**src/rtl/smbcfg_pkg.sv**
```systemverilog
package smbcfg_pkg;
    typedef enum logic [3:0] {
        ST_IDLE, ST_ADDR, ST_ADDR_ACK, ST_INDEX, ST_INDEX_ACK,
        ST_COUNT, ST_COUNT_ACK, ST_WDATA, ST_WDATA_ACK,
        ST_TX, ST_TX_ACK, ST_SKIP
    } smb_state_e;

    localparam int          REG_COUNT   = 3;
    localparam logic [4:0]  DEV_ADDR_HI = 5'b11011;
    localparam logic [7:0]  CTRL_RESET  = 8'h1F;
endpackage

```
**src/rtl/smbcfg_line_filter.sv**
```systemverilog
module smbcfg_line_filter #(
    parameter int STABLE = 3
) (
    input  logic clk,
    input  logic rst_n,
    input  logic raw,
    output logic clean
);
    localparam int CW = $clog2(STABLE + 1);

    logic [1:0]    sync;
    logic [CW-1:0] run;

    always_ff @(posedge clk or negedge rst_n) begin
        if (!rst_n) begin
            sync  <= 2'b11;
            clean <= 1'b1;
            run   <= '0;
        end else begin
            sync <= {sync[0], raw};
            if (sync[1] == clean) begin
                run <= '0;
            end else if (run == CW'(STABLE - 1)) begin
                clean <= sync[1];
                run   <= '0;
            end else begin
                run <= run + 1'b1;
            end
        end
    end
endmodule

```
**src/rtl/smbcfg_regs.sv**
```systemverilog
module smbcfg_regs #(
    parameter logic [4:0] REV_ID    = 5'h02,
    parameter logic [2:0] VENDOR_ID = 3'h5
) (
    input  logic       clk,
    input  logic       rst_n,
    input  logic       wr_en,
    input  logic [7:0] wr_idx,
    input  logic [7:0] wr_data,
    input  logic [7:0] rd_idx,
    output logic [7:0] rd_data,
    output logic [7:0] ctrl
);
    import smbcfg_pkg::*;

    logic [7:0] spare;

    always_ff @(posedge clk or negedge rst_n) begin
        if (!rst_n) begin
            ctrl  <= CTRL_RESET;
            spare <= 8'h00;
        end else if (wr_en) begin
            if (wr_idx == 8'd0) ctrl  <= wr_data;
            if (wr_idx == 8'd1) spare <= wr_data;
        end
    end

    always_comb begin
        unique case (rd_idx)
            8'd0:    rd_data = ctrl;
            8'd1:    rd_data = spare;
            8'd2:    rd_data = {REV_ID, VENDOR_ID};
            default: rd_data = 8'h00;
        endcase
    end
endmodule

```
**src/rtl/smbcfg_fsm.sv**
```systemverilog
module smbcfg_fsm (
    input  logic                   clk,
    input  logic                   rst_n,
    input  logic                   scl_f,
    input  logic                   sda_f,
    input  logic [1:0]             addr_strap,
    input  logic [7:0]             rd_data,
    output logic [7:0]             rd_idx,
    output logic                   wr_en,
    output logic [7:0]             wr_idx,
    output logic [7:0]             wr_data,
    output logic                   sda_oe,
    output smbcfg_pkg::smb_state_e state_o
);
    import smbcfg_pkg::*;

    smb_state_e state_q, state_d;
    logic       scl_q, sda_q;
    logic [7:0] sh, ptr, rem, cnt_q, txb;
    logic [3:0] bcnt;
    logic       host_ack;

    wire scl_rise = scl_f & ~scl_q;
    wire scl_fall = ~scl_f & scl_q;
    wire start_ev = scl_f & scl_q & sda_q & ~sda_f;
    wire stop_ev  = scl_f & scl_q & ~sda_q & sda_f;
    wire byte_end = scl_fall && (bcnt == 4'd8);
    wire addr_hit = (sh[7:1] == {DEV_ADDR_HI, addr_strap});

    // state register
    always_ff @(posedge clk or negedge rst_n) begin
        if (!rst_n) state_q <= ST_IDLE;
        else        state_q <= state_d;
    end

    // next state
    always_comb begin
        state_d = state_q;
        if (stop_ev) begin
            state_d = ST_IDLE;
        end else if (start_ev) begin
            state_d = ST_ADDR;
        end else begin
            unique case (state_q)
                ST_IDLE:      state_d = ST_IDLE;
                ST_ADDR:      if (byte_end) state_d = addr_hit ? ST_ADDR_ACK : ST_SKIP;
                ST_ADDR_ACK:  if (scl_fall) state_d = sh[0] ? ST_TX : ST_INDEX;
                ST_INDEX:     if (byte_end) state_d = ST_INDEX_ACK;
                ST_INDEX_ACK: if (scl_fall) state_d = ST_COUNT;
                ST_COUNT:     if (byte_end) state_d = ST_COUNT_ACK;
                ST_COUNT_ACK: if (scl_fall) state_d = ST_WDATA;
                ST_WDATA:     if (byte_end) state_d = (rem != 8'd0) ? ST_WDATA_ACK : ST_SKIP;
                ST_WDATA_ACK: if (scl_fall) state_d = ST_WDATA;
                ST_TX:        if (byte_end) state_d = ST_TX_ACK;
                ST_TX_ACK:    if (scl_fall) state_d = host_ack ? ST_TX : ST_SKIP;
                ST_SKIP:      state_d = ST_SKIP;
                default:      state_d = ST_IDLE;
            endcase
        end
    end

    // byte datapath
    always_ff @(posedge clk or negedge rst_n) begin
        if (!rst_n) begin
            scl_q    <= 1'b1;
            sda_q    <= 1'b1;
            sh       <= '0;
            ptr      <= '0;
            rem      <= '0;
            cnt_q    <= 8'(REG_COUNT);
            txb      <= '0;
            bcnt     <= '0;
            host_ack <= 1'b0;
            wr_en    <= 1'b0;
            wr_idx   <= '0;
            wr_data  <= '0;
        end else begin
            scl_q <= scl_f;
            sda_q <= sda_f;
            wr_en <= 1'b0;
            if (start_ev || stop_ev) begin
                bcnt <= '0;
            end else begin
                unique case (state_q)
                    ST_ADDR, ST_INDEX, ST_COUNT, ST_WDATA: begin
                        if (scl_rise) begin
                            sh   <= {sh[6:0], sda_f};
                            bcnt <= bcnt + 4'd1;
                        end
                        if (byte_end && state_q == ST_INDEX) ptr <= sh;
                        if (byte_end && state_q == ST_COUNT) begin
                            rem <= sh;
                            if (sh != 8'd0) cnt_q <= sh;
                        end
                        if (byte_end && state_q == ST_WDATA && rem != 8'd0) begin
                            wr_en   <= 1'b1;
                            wr_idx  <= ptr;
                            wr_data <= sh;
                            ptr     <= ptr + 8'd1;
                            rem     <= rem - 8'd1;
                        end
                    end
                    ST_ADDR_ACK, ST_INDEX_ACK, ST_COUNT_ACK, ST_WDATA_ACK: begin
                        if (scl_fall) begin
                            bcnt <= '0;
                            if (state_q == ST_ADDR_ACK && sh[0]) txb <= cnt_q;
                        end
                    end
                    ST_TX: begin
                        if (scl_rise) bcnt <= bcnt + 4'd1;
                        if (scl_fall && bcnt != 4'd8) txb <= {txb[6:0], 1'b0};
                    end
                    ST_TX_ACK: begin
                        if (scl_rise) host_ack <= ~sda_f;
                        if (scl_fall) begin
                            bcnt <= '0;
                            txb  <= rd_data;
                            ptr  <= ptr + 8'd1;
                        end
                    end
                    default: ;
                endcase
            end
        end
    end

    // outputs
    always_comb begin
        unique case (state_q)
            ST_ADDR_ACK, ST_INDEX_ACK, ST_COUNT_ACK, ST_WDATA_ACK: sda_oe = 1'b1;
            ST_TX:   sda_oe = ~txb[7];
            default: sda_oe = 1'b0;
        endcase
        rd_idx  = ptr;
        state_o = state_q;
    end
endmodule

```
**src/rtl/smbcfg_slave.sv**
```systemverilog
module smbcfg_slave #(
    parameter int         FILT_LEN  = 3,
    parameter logic [4:0] REV_ID    = 5'h02,
    parameter logic [2:0] VENDOR_ID = 3'h5
) (
    input  logic       clk,
    input  logic       rst_n,
    input  logic       scl_i,
    input  logic       sda_i,
    output logic       sda_oe,
    input  logic [1:0] addr_strap,
    input  logic       oe_pin,
    input  logic       bypass_n,
    output logic [3:0] out_en,
    output logic [2:0] mult_sel,
    output logic       test_mode,
    output logic       pll_mode
);
    import smbcfg_pkg::*;

    localparam int NUM_OUT = 4;

    logic       scl_f, sda_f;
    logic       wr_en;
    logic [7:0] wr_idx, wr_data, rd_idx, rd_data, ctrl;
    smb_state_e fsm_state;

    smbcfg_line_filter #(.STABLE(FILT_LEN)) u_scl_filt (
        .clk(clk), .rst_n(rst_n), .raw(scl_i), .clean(scl_f));
    smbcfg_line_filter #(.STABLE(FILT_LEN)) u_sda_filt (
        .clk(clk), .rst_n(rst_n), .raw(sda_i), .clean(sda_f));

    smbcfg_fsm u_fsm (
        .clk(clk), .rst_n(rst_n), .scl_f(scl_f), .sda_f(sda_f),
        .addr_strap(addr_strap), .rd_data(rd_data), .rd_idx(rd_idx),
        .wr_en(wr_en), .wr_idx(wr_idx), .wr_data(wr_data),
        .sda_oe(sda_oe), .state_o(fsm_state));

    smbcfg_regs #(.REV_ID(REV_ID), .VENDOR_ID(VENDOR_ID)) u_regs (
        .clk(clk), .rst_n(rst_n), .wr_en(wr_en), .wr_idx(wr_idx),
        .wr_data(wr_data), .rd_idx(rd_idx), .rd_data(rd_data), .ctrl(ctrl));

    for (genvar i = 0; i < NUM_OUT; i++) begin : g_oe
        assign out_en[i] = oe_pin & ctrl[NUM_OUT-1-i];
    end

    assign mult_sel  = ctrl[6:4];
    assign test_mode = ctrl[7];
    assign pll_mode  = bypass_n;
endmodule

```
**config.mk**
```make
export PLATFORM = sky130hd
export DESIGN_NAME = smbcfg_slave
export DESIGN_NICKNAME = d
export VERILOG_FILES = /design/src/rtl/smbcfg_pkg.sv /design/src/rtl/smbcfg_line_filter.sv /design/src/rtl/smbcfg_regs.sv /design/src/rtl/smbcfg_fsm.sv /design/src/rtl/smbcfg_slave.sv
export SDC_FILE = /design/constraint.sdc
export NUM_CORES = 1
export LEC_CHECK = 0
export ABC_CLOCK_PERIOD_IN_PS = 2400
export CAP_MARGIN = 15
export CORE_ASPECT_RATIO = 1.1
export CORE_MARGIN = 2
export CORE_UTILIZATION = 55
export DETAILED_ROUTE_END_ITERATION = 16
export PLACE_DENSITY = 0.77
export SYNTH_ARGS = -nofsm -noshare
export SYNTH_HDL_FRONTEND = slang
export SYNTH_HIERARCHICAL = 1
export SYNTH_SLANG_ARGS = --single-unit
```
**constraint.sdc**
```tcl
create_clock -name clk -period 2.4 [get_ports clk]
set_input_delay 0.48 -clock clk [delete_from_list [all_inputs] [get_ports clk]]
set_output_delay 0.48 -clock clk [all_outputs]
set_load 0.1 [all_outputs]
```
==> flow_metrics.tcl, run 1 <==
set metrics [dict create \
    r2r_slack_ns 0.12 \
    final_common_cell "dfrtp_1" \
    routed_wl_um 10400 \
    dp_cells 596 \
    syn_avg_cell_area_um2 10.3 \
    synthSimpleGateAreaFrac_pct 17.9 \
    cts_hold_buffers 0 \
    syn-cell-area_um2 4900 \
    setup_viol_count_final 0 \
    cp.arrival_ns 1.82 \
    status "completed" \
    start_kind "flip-flop" \
    seq_area_frac_synth_pct 48.4 \
    hold_viol_final 0 \
    initial_core_util_pct 55.8 \
    core-area_um2 8780 \
    die_h_um 103 \
    fin_area_um2 5500 \
    grt_pass1_wl_um 17300 \
    synth_enable_flop_cells 0 \
    synthTopCellsByArea "dfrtp_1 40%, dfstp_2 8.0%, mux2_2 6.7%, nand2_1 5.5%, mux2_4 3.1%" \
    path_buf_inv 2 \
    final_cell_mix "78 x dfrtp_1, 72 x nand2_1, 29 x mux2_2, 26 x nor2_1, 26 x a21oi_1" \
    yosys_warnings 6 \
    drt_first_iter_violations 274 \
    syn-num-nets 488 \
    synth_cells 475 \
    hold_class "in2async" \
    crit_required_ns 1.92 \
    total_power_mw 6.09 \
    tightest_slew_ns 0.691 \
    ys.flop_type "dfrtp_1" \
    dr.pass1.iters 5 \
    ctsLongestPathBuffers 2 \
    vias 3668 \
    grt_max_degree 55 \
    overflow 0 \
    cts_buffers 9 \
    cpPeakStageDelay_ns 0.51 \
    finalMaxSlewViolations 0 \
    fill_cells 701 \
    power_leakage_nw 2.46 \
    cts_tree "done" \
    crit_type "reg2out" \
    ant_nets 0 \
    antenna_cells 0 \
    yosysUniqueCellTypes 65 \
    synthAdderAreaFrac_pct 1.28 \
    die-area_um2 9680 \
    cts_root_buf "clkbuf_8" \
    worstPathCellList "buf_4 > o21a_1 > nor3_2 > o21bai_2 > buf_12" \
    peakVddDrop_mv 0.732 \
    relSlewSlack_pct 53.3 \
    antenna_found_initial 0 \
    drc_errors 0 \
    synth_top_cell_area_share_pct 40.3 \
    synth_compound_area_share_pct 14.4 \
    cp-end-kind "output port" \
    layout-drive-gt1-share_pct 23.3 \
    fin_crit_sh_pct 95.8 \
    num_rows 36 \
    critPathSlowestCell "dfrtp_1" \
    fin_nets 506 \
    multi_input_area_um2 2350 \
    yosys_register_bits 94 \
    rsz0062_at_grt "no" \
    wl_per_cell_um 17.1 \
    place_area_um2 5260 \
    dp_hpwl_um 7260 \
    crit_fanout 12 \
    synthMuxAreaShare_pct 13.2 \
    track_usage_pct 23.1 \
    fin_cells 612 \
    synth_xor_xnor_area_share_pct 0.894 \
    vias_per_cell 5.99 \
    gp_congestion 0.954 \
    async_flop_share_pct 100 \
    ios 18 \
    cts_sinks 94 \
    max_freq_mhz 435 \
    syn2layout_area_growth_pct 12.2 \
    cts_htree_levels 3 \
    fin_crit_ns 2.30 \
    synth_area_leader_cell "dfrtp_1" \
    power.density_nw_per_um2 1110 \
    critPathTopFamily "flip-flops" \
    seqCellArea_um2 2370 \
    io_buffers 15 \
    first_global_vias 3571 \
    die_w_um 94.0 \
    clock_latency_ns 0.37 \
    worst_clock_skew_ns 0.0138 \
    synth_top_family_by_area "simple AND/OR/NAND/NOR gates" \
    drv_cap 0 \
    setup_tns_ns 0 \
    clkTransAtPathRegs_ns 0.09 \
]
## path summary, 6_finish.rpt
check	startpoint	endpoint	depth (start not counted)
hold / removal	rst_n	u_fsm/wr_idx[2]	1
setup reg to reg	u_fsm/state_o[2]	u_fsm/txb[3]	6
hold reg to reg	u_scl_filt/sync[0]	u_scl_filt/sync[1]	0
max in group asynchronous	rst_n	u_fsm/cnt_q[1]	2
min in group clk	u_scl_filt/sync[0]	u_scl_filt/sync[1]	0
setup / recovery	u_fsm/state_o[3]	sda_oe	5
## kinds of logic (layout without fill, tap and decap cells)
family	Yosys count	after routing
AND/OR/NAND/NOR	169	169
multiplexers	56	56
flip-flops	94	94
XOR/XNOR	5	5
AO/OA/AOI/OAI	100	100
adder cells (fa/ha/maj)	5	5
buffers and inverters	46	69
## final cells by class
cell class                 instances  share of cell area [%]
sequential                        94                    43.1
inverter                          21                    1.43
tap                              114                    2.59
clock inverter                     6                    1.71
multi-input combinational        335                    42.8
clock buffer                      10                    2.32
timing repair buffer              32                    5.96
## repair_timing
action | 4_1_cts | 5_1_grt
resized for setup | 1 | 3
buffers inserted | 0 | 0
gates cloned | 0 | 0
endpoints found under the setup margin | 1 | 1
pin swaps | 0 | 0
## registers in the layout, indices dropped and copies added, names as in the netlist, 2 cells and up
signal,flops
u_fsm/wr_idx,8
u_scl_filt/run,2
u_sda_filt/run,2
u_fsm/sh,8
u_scl_filt/sync,2
u_fsm/bcnt,4
u_fsm/state_o,4
u_fsm/txb,8
u_fsm/wr_data,8
u_fsm/rem,8
u_fsm/rd_idx,8
u_sda_filt/sync,2
u_regs/spare,8
u_fsm/cnt_q,8
u_regs/ctrl,8
## synthesized netlist by cell type, types with 2 or more instances
cell	instances
and3b_1	2
mux2_4	10
a211oi_1	6
buf_2	6
nor4_1	5
or3_1	2
o21bai_1	4
a22o_1	4
mux2_2	29
a22oi_1	7
o21a_1	4
nor2b_1	3
nor3b_1	4
mux2i_1	15
nand4_1	4
o21ai_0	20
a31oi_1	5
ha_1	5
xnor2_1	2
nand2_1	72
buf_1	4
a21oi_1	26
nand3_1	12
o221a_2	4
o22ai_1	2
dfstp_2	15
dfrtp_1	79
nor2_1	26
a2bb2oi_1	2
inv_1	20
and3_1	6
o22a_1	3
and2_1	7
nor3_1	8
clkbuf_1	13
mux2_1	2
nand2b_1	2
nor2b_4	2
nand3b_1	5
xor2_1	3
## per-layer routing
layer | global-route usage [%] | vias to the layer above | wire length (µm)
li1 | - | 1739 | -
met4 | 13.0 | 0 | 339
met1 | 29.2 | 1792 | 4480
met2 | 38.6 | 110 | 5130
met3 | 3.00 | 27 | 490
met5 | 0 | - | 0
## per-stage QoR
stage | hold WS (ns) | setup slack, ns | util, %
2_1_floorplan | 0.184 | 0.170 | -
3_3_place_gp | 0.350 | 0.231 | 59.9
3_5_place_dp | 0.347 | 0.189 | 59.9
4_1_cts | 0.0784 | 0.00178 | 62.5
5_1_grt | 0.100 | 0.00871 | 62.6
6_report | 0.0758 | 0.101 | 62.6
## where the power goes
part           internal [mW]  switching [mW]
Combinational           1.09            1.25
Sequential              2.00           0.592
Clock                  0.598           0.565
Total                   3.68            2.40
(Power assumes the default switching activity.)
==> run 2: changes to the inputs <==
--- a/config.mk
+++ b/config.mk
@@ -10,7 +10,9 @@
 export CORE_ASPECT_RATIO = 1.1
 export CORE_MARGIN = 2
 export CORE_UTILIZATION = 55
+export CTS_CLUSTER_SIZE = 25
 export DETAILED_ROUTE_END_ITERATION = 16
+export GPL_TIMING_DRIVEN = 1
 export PLACE_DENSITY = 0.77
 export SYNTH_ARGS = -nofsm -noshare
 export SYNTH_HDL_FRONTEND = slang
==> results of run 2 <==
The final DEF is identical to that of run 1; final timing and power are the same.
